<file path="src/rtl/cfsPkg.sv">
package cfsPkg;
  // Single-cycle event strobes recovered from the serial pins.
  typedef struct packed {
    logic csFall;
    logic csRise;
    logic sclkRise;
    logic sclkFall;
    logic sdiBit;
  } cfsStrobes_t;
endpackage

</file>
<file path="src/rtl/cfsSync.sv">
module cfsSync #(
  parameter int W = 1,
  parameter int STAGES = 2,
  parameter logic [W-1:0] RST_VAL = '0
) (
  input  logic         clk,
  input  logic         rstN,
  input  logic [W-1:0] d,
  output logic [W-1:0] q
);
  logic [W-1:0] stage [STAGES];

  always_ff @(posedge clk or negedge rstN) begin
    if (!rstN) stage[0] <= RST_VAL;
    else       stage[0] <= d;
  end

  genvar g;
  generate
    for (g = 1; g < STAGES; g++) begin : gStage
      always_ff @(posedge clk or negedge rstN) begin
        if (!rstN) stage[g] <= RST_VAL;
        else       stage[g] <= stage[g-1];
      end
    end
  endgenerate

  assign q = stage[STAGES-1];
endmodule

</file>
<file path="src/rtl/cfsCtrl.sv">
module cfsCtrl
  import cfsPkg::*;
#(
  parameter int SYNC_STAGES = 2
) (
  input  logic        clk,
  input  logic        rstN,
  input  logic        csN,
  input  logic        sclk,
  input  logic        sdi,
  output cfsStrobes_t strb
);
  logic [2:0] syncBus;
  logic csS, sclkS, sdiS;
  logic csPrev, sclkPrev;

  cfsSync #(.W(3), .STAGES(SYNC_STAGES), .RST_VAL(3'b100)) uSync (
    .clk(clk), .rstN(rstN), .d({csN, sclk, sdi}), .q(syncBus)
  );

  assign {csS, sclkS, sdiS} = syncBus;

  always_ff @(posedge clk or negedge rstN) begin
    if (!rstN) begin
      csPrev   <= 1'b1;
      sclkPrev <= 1'b0;
    end else begin
      csPrev   <= csS;
      sclkPrev <= sclkS;
    end
  end

  always_comb begin
    strb.csFall   = csPrev & ~csS;
    strb.csRise   = ~csPrev & csS;
    strb.sclkRise = ~sclkPrev & sclkS & ~csS;
    strb.sclkFall = sclkPrev & ~sclkS & ~csS;
    strb.sdiBit   = sdiS;
  end
endmodule

</file>
<file path="src/rtl/cfsDatapath.sv">
module cfsDatapath
  import cfsPkg::*;
#(
  parameter int CHANNELS = 6,
  parameter int SYNC_STAGES = 2
) (
  input  logic                clk,
  input  logic                rstN,
  input  cfsStrobes_t         strb,
  input  logic                ovFault,
  input  logic                uvFault,
  input  logic [CHANNELS-1:0] loadFault,
  output logic                sdo,
  output logic                sdoOe,
  output logic [CHANNELS-1:0] gateCmd,
  output logic                faultFlag
);
  localparam int FRAME_BITS = CHANNELS + 2;

  logic [FRAME_BITS-1:0] faultSync;
  logic [FRAME_BITS-1:0] faultReg;
  logic [FRAME_BITS-1:0] shReg;
  logic [CHANNELS-1:0]   gateReg;
  logic                  sdoReg;
  logic                  csActive;

  cfsSync #(.W(FRAME_BITS), .STAGES(SYNC_STAGES), .RST_VAL('0)) uFaultSync (
    .clk(clk), .rstN(rstN), .d({ovFault, uvFault, loadFault}), .q(faultSync)
  );

  always_ff @(posedge clk or negedge rstN) begin
    if (!rstN) begin
      shReg    <= '0;
      faultReg <= '0;
      gateReg  <= '0;
      sdoReg   <= 1'b0;
      csActive <= 1'b0;
    end else if (strb.csFall) begin
      // Snapshot faults and present the first (MSB) bit at once.
      csActive <= 1'b1;
      shReg    <= faultSync;
      faultReg <= faultSync;
      sdoReg   <= faultSync[FRAME_BITS-1];
    end else if (strb.csRise) begin
      // Commit command, release pad, clear and re-arm the fault store.
      csActive <= 1'b0;
      gateReg  <= shReg[CHANNELS-1:0];
      faultReg <= '0;
    end else begin
      if (!csActive) faultReg <= faultSync;
      if (csActive && strb.sclkRise) shReg <= {shReg[FRAME_BITS-2:0], strb.sdiBit};
      if (csActive && strb.sclkFall) sdoReg <= shReg[FRAME_BITS-1];
    end
  end

  assign sdo       = sdoReg;
  assign sdoOe     = csActive;
  assign gateCmd   = gateReg;
  assign faultFlag = |faultReg;
endmodule

</file>
<file path="src/rtl/cmdFaultShifter.sv">
module cmdFaultShifter
  import cfsPkg::*;
#(
  parameter int CHANNELS = 6,
  parameter int SYNC_STAGES = 2
) (
  input  logic                clk,
  input  logic                rstN,
  input  logic                csN,
  input  logic                sclk,
  input  logic                sdi,
  output logic                sdo,
  output logic                sdoOe,
  input  logic                ovFault,
  input  logic                uvFault,
  input  logic [CHANNELS-1:0] loadFault,
  output logic [CHANNELS-1:0] gateCmd,
  output logic                faultFlag
);
  cfsStrobes_t strb;

  cfsCtrl #(.SYNC_STAGES(SYNC_STAGES)) uCtrl (
    .clk(clk), .rstN(rstN), .csN(csN), .sclk(sclk), .sdi(sdi), .strb(strb)
  );

  cfsDatapath #(.CHANNELS(CHANNELS), .SYNC_STAGES(SYNC_STAGES)) uDp (
    .clk(clk), .rstN(rstN), .strb(strb),
    .ovFault(ovFault), .uvFault(uvFault), .loadFault(loadFault),
    .sdo(sdo), .sdoOe(sdoOe), .gateCmd(gateCmd), .faultFlag(faultFlag)
  );
endmodule

</file>
<file path="config.mk">
export PLATFORM = sky130hd
export DESIGN_NAME = cmdFaultShifter
export DESIGN_NICKNAME = d
export VERILOG_FILES = /design/src/rtl/cfsPkg.sv /design/src/rtl/cfsSync.sv /design/src/rtl/cfsCtrl.sv /design/src/rtl/cfsDatapath.sv /design/src/rtl/cmdFaultShifter.sv
export SDC_FILE = /design/constraint.sdc
export NUM_CORES = 1
export LEC_CHECK = 0
export BUFFER_PORTS_ARGS = -buffer_cell sky130_fd_sc_hd__buf_2
export CORE_UTILIZATION = 30
export DETAILED_ROUTE_END_ITERATION = 8
export PLACE_DENSITY = 0.58
export SETUP_SLACK_MARGIN = 0.05
export SYNTH_ARGS = -nofsm -noshare
export SYNTH_HDL_FRONTEND = slang
export SYNTH_SLANG_ARGS = --single-unit
</file>
<file path="constraint.sdc">
create_clock -name clk -period 2 [get_ports clk]
set_input_delay 0.1 -clock clk [delete_from_list [all_inputs] [get_ports clk]]
set_output_delay 0.1 -clock clk [all_outputs]
set_load 0.005 [all_outputs]
</file>
# ---- Yosys cells after proc, flatten, opt, wreduce, memory -nomap -nowiden
# Index checks and enable logic that the tools add are counted.
dict set report classes {
  bitwise_logic 11
  mux 11
  eq_ne 2
  n_reduce_logical 9
}
# op n
set ops {}
lappend ops {{$mux 8} 6}
lappend ops {{$reduce_or 8->1} 1}
lappend ops {{$and 1x1->1} 6}
lappend ops {{$reduce_and 2->1} 3}
lappend ops {{$reduce_bool 2->1} 3}
lappend ops {{$mux 1} 5}
lappend ops {{$not 1->1} 5}
lappend ops {{$ne 3x3->1 const B} 1}
lappend ops {{$logic_and 1x1->1} 2}
lappend ops {{$ne 2x1->1 const B} 1}
dict set report totals {
  word_cells 44
  out_inout_bits 9
  regBits 48
  inputBits 13
}

# ---- Depth between registers and ports, before layout
# Gate-level depths: netlist of the first run.
dict set report depth {
  depth_word 7
  mapped_depth 6
  depth_no_buf 5
}

# ---- Cells and area by module
# Synthesis of the first run repeated with hierarchy kept, for this count alone.
dict set report unflattened {
  cells_unflattened 126
  area_unflattened_um2 1722.9
}
# module cells_each instances area_per_inst_um2 seq_area_each_um2
set by_module_without_submodules {}
lappend by_module_without_submodules {cfsDatapath 87 1 1008.5 600.6}
lappend by_module_without_submodules {{cfsSync at uDp.uFaultSync} 24 1 460.4 400.4}
lappend by_module_without_submodules {{cfsSync at uCtrl.uSync} 9 1 175.2 152.6}
lappend by_module_without_submodules {cfsCtrl 6 1 78.8 51.3}

# ---- Worst setup path after synthesis of the first run
# OpenSTA, ideal clock, no wires.
dict set report synth_path {
  kind {register to register}
  startpoint {reg uCtrl.csPrev}
  endpoint {reg uDp.faultReg[0]}
  required_ns 1.934
  path_stages_with_launch 7
  arrival_time_ns 1.463
  slack_ns 0.471
  n_path_buf 1
  period_less_slack_ns 1.529
  cell_sequence {dfstp_2 inv_1 ha_1 and2_1 buf_2 a21oi_4 a22o_1}
}
dict set report synth_via {
  elab_chain_len 4
}
# element line
set synth_rtl {}
lappend synth_rtl {{start, declared} cfsCtrl.sv:15} ;# logic csPrev, sclkPrev;
lappend synth_rtl {{start signal, assigned} cfsCtrl.sv:28} ;# csPrev <= csS;
lappend synth_rtl {{$not 1->1} cfsCtrl.sv:35} ;# strb.csRise = ~csPrev & csS;
lappend synth_rtl {{$and 1x1->1} cfsCtrl.sv:35}
lappend synth_rtl {{$mux 8} cfsDatapath.sv:44} ;# end else if (strb.csRise) begin
lappend synth_rtl {{$mux 8} cfsDatapath.sv:38} ;# end else if (strb.csFall) begin
lappend synth_rtl {{end signal, assigned} cfsDatapath.sv:42} ;# faultReg <= faultSync;
lappend synth_rtl {{end signal, assigned} cfsDatapath.sv:50} ;# if (!csActive) faultReg <= faultSync;
lappend synth_rtl {{end, declared} cfsDatapath.sv:21} ;# logic [FRAME_BITS-1:0] faultReg;
# Parallel ways exist; a longest one is shown, timed or not.
# A chain may end at the register's enable or synchronous reset.

# ---- Worst setup path in the final report of the first run
dict set report layout_path {
  startpoint {reg uCtrl.csPrev}
  endpoint {reg uDp.faultReg[1]}
}
# The elaborated chain is that of the path after synthesis.

==> summary.md, run 1 <==
| Metric | Value |
|---|---|
| Pwr/cell area | `959 nW/um^2` |
| Post-Route Utilization | `0.386` |
| Worst r2r src | `uCtrl.csPrev$_DFF_PN1_` |
| ANT cells | `0` |
| CTS Buf Count | `5` |
| Internal power | `0.00155 W` |
| Grt met2 use | `0.175` |
| Iteration-0 DRC Markers | `66` |
| Max VDD drop | `0.583 mV` |
| Most common cell in the netlist | `dfrtp_1` |
| Clock power share | `0.301` |
| Die width | `78.1 um` |
| Register area share after synthesis | `0.693` |
| Met1 Track Usage GR | `0.144` |
| Synth unique cells | `28` |
| CP top delay family | `flip-flops` |
| Share of cells above drive strength 1 | `0.242` |
| Pre-antenna DRT Iters | `4` |
| Run status | `complete, no violations` |
| Critical path class | `reg -> reg` |
| Flop pwr share | `0.575` |
| Core footprint | `5540 um^2` |
| Worst Path Max Fanout | `10` |
| Die area | `6100 um^2` |
| Yosys warns | `0` |
| Vias in the first global route | `1,129` |
| Crit path cell chain | `inv_1, ha_1, and2_1, a21oi_4, a22o_1` |
| Reg-to-reg slack, setup | `0.32 ns` |
| Initial antenna violation count | `0` |
| Top cells by area, synth | `dfrtp_1, nand3_1, dfstp_2` |
| Clock transition at path regs | `0.09 ns` |
| Row Count | `27` |
| Dpl hpwl | `2050 um` |
| DR WL/cell | `12.4 um` |
| Die Height | `78.1 um` |
| Post-cts gate resize count | `0` |
| P_sw | `0.000499 W` |
| Post-Syn Nets | `137` |
| Max Buffers Root-to-Sink | `2` |
| Cells after Synth | `122` |
| TNS Setup | `0 ns` |
| Worst-skew pair later-pin latency | `0.30 ns` |
| Final hold violations | `0` |
| Clock skew | `0.0105 ns` |
| EDFF count, synth | `0` |
| Met3 Usage GRT | `0.0384` |
| Data required time of the worst path | `2.23 ns` |
| Layout Nets | `175` |
| Max-cap violation count | `0` |
| Final period util | `0.841` |
| Fraction of registers with async set/reset | `1.00` |
| Leakage | `0.971 nW` |
| Post-route ant nets | `0` |
| Critical Path Source Type | `register` |
| Synth Flop Type | `dfrtp_1` |
| Initial Util | `0.314` |
| Crit path largest cell delay | `0.54 ns` |
| Top post-synthesis cells by count | `dfrtp_1, nand3_1, a22o_1` |
| Crit end category | `register` |
| Comb pwr share | `0.124` |
| Switching share of power | `0.244` |
| Endpoints failing setup | `0` |
| Root Buffer | `clkbuf_8` |
| Hold crit path type | `reg -> reg` |
| Total gr overflow | `0` |
| CTS tree | `built` |
| Slowest CP cell | `dfstp_2` |
| Worst Path Arrival | `1.91 ns` |
| Fill cells | `540` |
| RSZ-0062 raised after global routing | `false` |
| Largest net degree at the start of global routing | `31` |
| Post-CTS Repair Setup Buffers | `0` |
| Cell Area, Synth | `1740 um^2` |
| Power, Total | `0.00205 W` |
| Largest area contributor in the netlist | `dfrtp_1` |
| GRT Total Usage | `0.113` |
| Clk sinks | `48` |
| Worst-Margin Slew | `0.615 ns` |
| Flop and latch count out of synthesis | `48` |
| Yosys top cell area share | `0.648` |
| Slew HR | `0.590` |
| Hold Startpoint | `uCtrl.uSync.stage[3]$_DFF_PN0_` |
| Syn-to-layout area delta | `23.0%` |
| Critical path startpoint | `uCtrl.csPrev$_DFF_PN1_` |
| H-tree levels | `2` |
| Total number of vias | `1,079` |
| Mean Syn Cell Area | `14.2 um^2` |
| Slew Limit Fails | `0` |
| Top Usage Layer GRT | `met2` |
| DRC | `0` |
| I/O pin total | `22` |
| Post-layout minimum cycle time | `1.68 ns` |
| Peak Freq | `595 MHz` |
| Total wire length | `2900 um` |
| Via density per instance | `4.63` |
| Hold_buf cts | `12` |
| Port buffer count | `21` |
| GP Congestion | `0.815` |
| Buf+Inv Stages, Crit Path | `1` |
| First-pass GRT wire length | `5220 um` |
## path summary, 6_finish.rpt
check / depth (start not counted) / end
min in group asynchronous: 2 / uDp.shReg[0]$_DFFE_PN0P_
worst min register to register: 0 / uCtrl.uSync.q[0]$_DFF_PN0_
worst max register to register: 5 / uDp.faultReg[1]$_DFFE_PN0P_
max in group asynchronous: 3 / uCtrl.csPrev$_DFF_PN1_
worst max-delay path: 5 / uDp.faultReg[1]$_DFFE_PN0P_
worst min-delay path: 0 / uCtrl.uSync.q[0]$_DFF_PN0_
## layout make-up
cell class	instances	area, um^2	share of cell area
Clock buffer	8	100	0.0468
Inverter	4	17.5	0.00819
Multi-Input combinational cell	64	470	0.220
Sequential cell	48	1200	0.563
Tap cell	72	90.1	0.0421
Timing Repair Buffer	37	255	0.119
## kinds of logic (layout without fill, tap and decap cells)
family	Yosys count	after routing	synth area share
muxes	6	6	0.0389
and+or+nand+nor	33	33	0.108
adders and majority gates	2	2	0.0144
DFF	48	48	0.693
AOI/OAI and AO/OA	23	23	0.109
buffers and inverters	10	49	0.0360
## power groups by stage
stage	logic (W)	registers, W	clock network (W)
global placement	0.000236	0.00119	0
floorplan	0.000140	0.00118	0
CTS	0.000261	0.00118	0.000643
detailed placement	0.000243	0.00120	0
global route	0.000295	0.00120	0.000680
finish	0.000255	0.00118	0.000617
## cell usage in the layout (no fill, tap or decap), drive strengths merged
cell,instances
dlygate4sd3,12
nand3,21
nor2,3
ha,2
buf,25
nor2b,2
mux2,6
dfstp,3
nand2,1
dfrtp,45
and2,1
a22o,8
clkbuf,8
a2bb2oi,1
a22oi,7
a21oi,4
and4bb,1
o21bai,2
nor4,2
nand4bb,1
nor4bb,1
o22a,1
inv,4
## routing by layer
metal	vias to the layer above	wire [um]
met2	41	1310
met1	516	1360
met3	6	170
met4	0	58
li1	516	-
met5	-	0
## state kept, by name (all words and copies together), names as in the netlist
name / cells
uCtrl.uSync.stage: 3
uDp.sdoOe: 1
uCtrl.csPrev: 1
uDp.uFaultSync.q: 8
uCtrl.uSync.q: 3
uDp.faultReg: 8
uDp.uFaultSync.stage: 8
uDp.shReg: 8
uCtrl.sclkPrev: 1
uDp.sdo: 1
uDp.gateCmd: 6
## through the flow
stage | instance area (um^2) | worst slack (ns) | hold slack [ns] | std cells
6_report | 2140 | 0.318 | 0.343 | 233
5_1_grt | 2140 | 0.195 | 0.355 | 233
2_1_floorplan | 1740 | 0.471 | -0.196 | 122
3_3_place_gp | 1920 | 0.389 | 0.135 | 213
4_1_cts | 2140 | 0.310 | 0.349 | 233
3_5_place_dp | 1920 | 0.334 | 0.148 | 213
(Power assumes the default switching activity.)
==> run 2, diff against run 1 <==
--- a/config.mk
+++ b/config.mk
@@ -8,7 +8,7 @@
 export BUFFER_PORTS_ARGS = -buffer_cell sky130_fd_sc_hd__buf_2
 export CORE_UTILIZATION = 30
 export DETAILED_ROUTE_END_ITERATION = 8
-export PLACE_DENSITY = 0.58
+export PLACE_DENSITY = 0.6
 export SETUP_SLACK_MARGIN = 0.05
 export SYNTH_ARGS = -nofsm -noshare
 export SYNTH_HDL_FRONTEND = slang
==> constraint.sdc (replaced) <==
create_clock -name clk -period 1.44 [get_ports clk]
set_input_delay 0.072 -clock clk [delete_from_list [all_inputs] [get_ports clk]]
set_output_delay 0.072 -clock clk [all_outputs]
set_load 0.005 [all_outputs]
==> summary.md, run 2 (synthesized netlist as in run 1, its figures left out) <==
| Metric | Value |
|---|---|
| Run status | `finished with violations` |
| Violated checks | `negative setup slack` |
| H-tree levels | `2` |
| Slew Limit Fails | `0` |
| Worst Path Max Fanout | `7` |
| Die width | `78.1 um` |
| DR WL/cell | `13.9 um` |
| WL met2 | `1660 um` |
| Largest net degree at the start of global routing | `30` |
| Critical Path Stages | `6` |
| Clk sinks | `48` |
| Placed cell area | `1980 um^2` |
| Met3 Wirelength | `175 um` |
| Post-place setup slack | `-0.191 ns` |
| Port buffer count | `21` |
| Final hold violations | `0` |
| Leakage | `1.03 nW` |
| Max Buffers Root-to-Sink | `2` |
| Die Height | `78.1 um` |
| CTS tree | `built` |
| Max VDD drop | `0.755 mV` |
| Highest metal used | `met4` |
| Final Cell Area | `2350 um^2` |
| Clock power share | `0.308` |
| Power, Total | `0.00303 W` |
| Pre-antenna DRT Iters | `4` |
| Max-cap violation count | `0` |
| Final period util | `1.03` |
| RSZ-0062 raised after global routing | `true` |
| Worst-skew pair later-pin latency | `0.30 ns` |
| Iteration-0 DRC Markers | `81` |
| Most common library cell in the layout ignoring fill and taps | `dfrtp_1` |
| Reg-to-reg slack, setup | `-0.04 ns` |
| Row Count | `27` |
| Slowest CP cell | `dfstp_2` |
| Initial antenna violation count | `0` |
| I/O pin total | `22` |
| Peak Freq | `675 MHz` |
| Vias in the first global route | `1,213` |
| CP top delay family | `flip-flops` |
| Layout Nets | `183` |
| Pwr/cell area | `1290 nW/um^2` |
| Total number of vias | `1,156` |
| Total gr overflow | `0` |
| Hold crit path type | `in -> async` |
| Buf+Inv Stages, Crit Path | `2` |
| Via density per instance | `4.80` |
| Comb pwr share | `0.145` |
| Share of cells above drive strength 1 | `0.385` |
| Worst Reg2Reg Path Length in Cells | `6` |
| TNS Setup | `-0.249 ns` |
| Worst-Margin Slew | `0.464 ns` |
| Endpoints failing setup | `11` |
| Post-layout minimum cycle time | `1.48 ns` |
| Post-Route Utilization | `0.424` |
| CTS Buf Count | `5` |
| Total wire length | `3340 um` |
| Dpl hpwl | `2130 um` |
| ANT cells | `0` |
| Worst Path Arrival | `1.67 ns` |
| M1 wire length | `1440 um` |
| Post-route ant nets | `0` |
| Die area | `6100 um^2` |
| Switching share of power | `0.244` |
| Syn-to-layout area delta | `35.1%` |
| Crit path largest cell delay | `0.61 ns` |
| First-pass GRT wire length | `5790 um` |
| DRC | `0` |
| Critical path class | `reg -> reg` |
| Flop pwr share | `0.547` |
| Crit path cell chain | `inv_2, ha_4, nor2b_1, buf_4, a22oi_2, nand3_1` |
| Most frequent cells in the layout | `dfrtp_1, nand3_1, buf_2` |
| Critical Path Source Type | `register` |
| Clock skew | `0.0114 ns` |
| P_sw | `0.000741 W` |
| Core footprint | `5540 um^2` |
| Data required time of the worst path | `1.63 ns` |
| Initial Util | `0.314` |
| GRT Total Usage | `0.126` |
| GP Congestion | `0.842` |
| Clock transition at path regs | `0.09 ns` |
| Worst setup margin | `-0.0420 ns` |
| Root Buffer | `clkbuf_8` |
| Internal power | `0.00229 W` |
| Crit end category | `register` |
| Slew HR | `0.691` |
## run 2: area by class of cell
| type | instances | area [um^2] |
|---|---|---|
| well taps | 72 | 90.1 |
| flip-flops and latches | 48 | 1200 |
| fillers | 527 | 3190 |
| inverters | 4 | 27.5 |
| repair buffers | 44 | 340 |
| multi-input cells | 65 | 578 |
| clock buffers | 6 | 72.6 |
| clock inverters | 2 | 35.0 |
## run 2: metal layers
layer  track usage  up-vias
li1              -      534
met3        0.0419        7
met5             0        -
met1         0.151      574
met4        0.0630        0
met2         0.204       41
## run 2: final timing paths
| check | start | endpoint |
|---|---|---|
| min in group clk | uCtrl.uSync.stage[3]$_DFF_PN0_ | uCtrl.uSync.q[0]$_DFF_PN0_ |
| hold reg to reg | uCtrl.uSync.stage[3]$_DFF_PN0_ | uCtrl.uSync.q[0]$_DFF_PN0_ |
| max in group asynchronous | rstN | uCtrl.uSync.stage[5]$_DFF_PN1_ |
| hold / removal | rstN | uDp.faultReg[1]$_DFFE_PN0P_ |
| setup / recovery | uCtrl.uSync.q[2]$_DFF_PN1_ | uDp.shReg[4]$_DFFE_PN0P_ |
| setup reg to reg | uCtrl.uSync.q[2]$_DFF_PN1_ | uDp.shReg[4]$_DFFE_PN0P_ |
## run 2: metrics by stage
stage          cells  hold slack (ns)
2_1_floorplan    122           -0.224
3_3_place_gp     217           0.0388
3_5_place_dp     217           0.0483
4_1_cts          239            0.251
5_1_grt          241            0.298
6_report         241            0.251
## run 2: repair_timing
| item | 4_1_cts | 5_1_grt |
|---|---|---|
| buffers inserted | 1 | 2 |
| gates resized for setup | 21 | 7 |
| endpoints found under the setup margin | 24 | 23 |
| pin swaps | 19 | 15 |
| hold endpoints to repair | 30 | 0 |
| hold buffers | 12 | 0 |
| gates cloned | 1 | 0 |
## run 2: power groups by stage
stage	sequential [W]	combinational (W)	clock, W
4_1_cts	0.00165	0.000421	0.000962
2_1_floorplan	0.00164	0.000199	0
3_5_place_dp	0.00166	0.000355	0
6_report	0.00166	0.000439	0.000935
5_1_grt	0.00169	0.000488	0.00102
3_3_place_gp	0.00165	0.000339	0
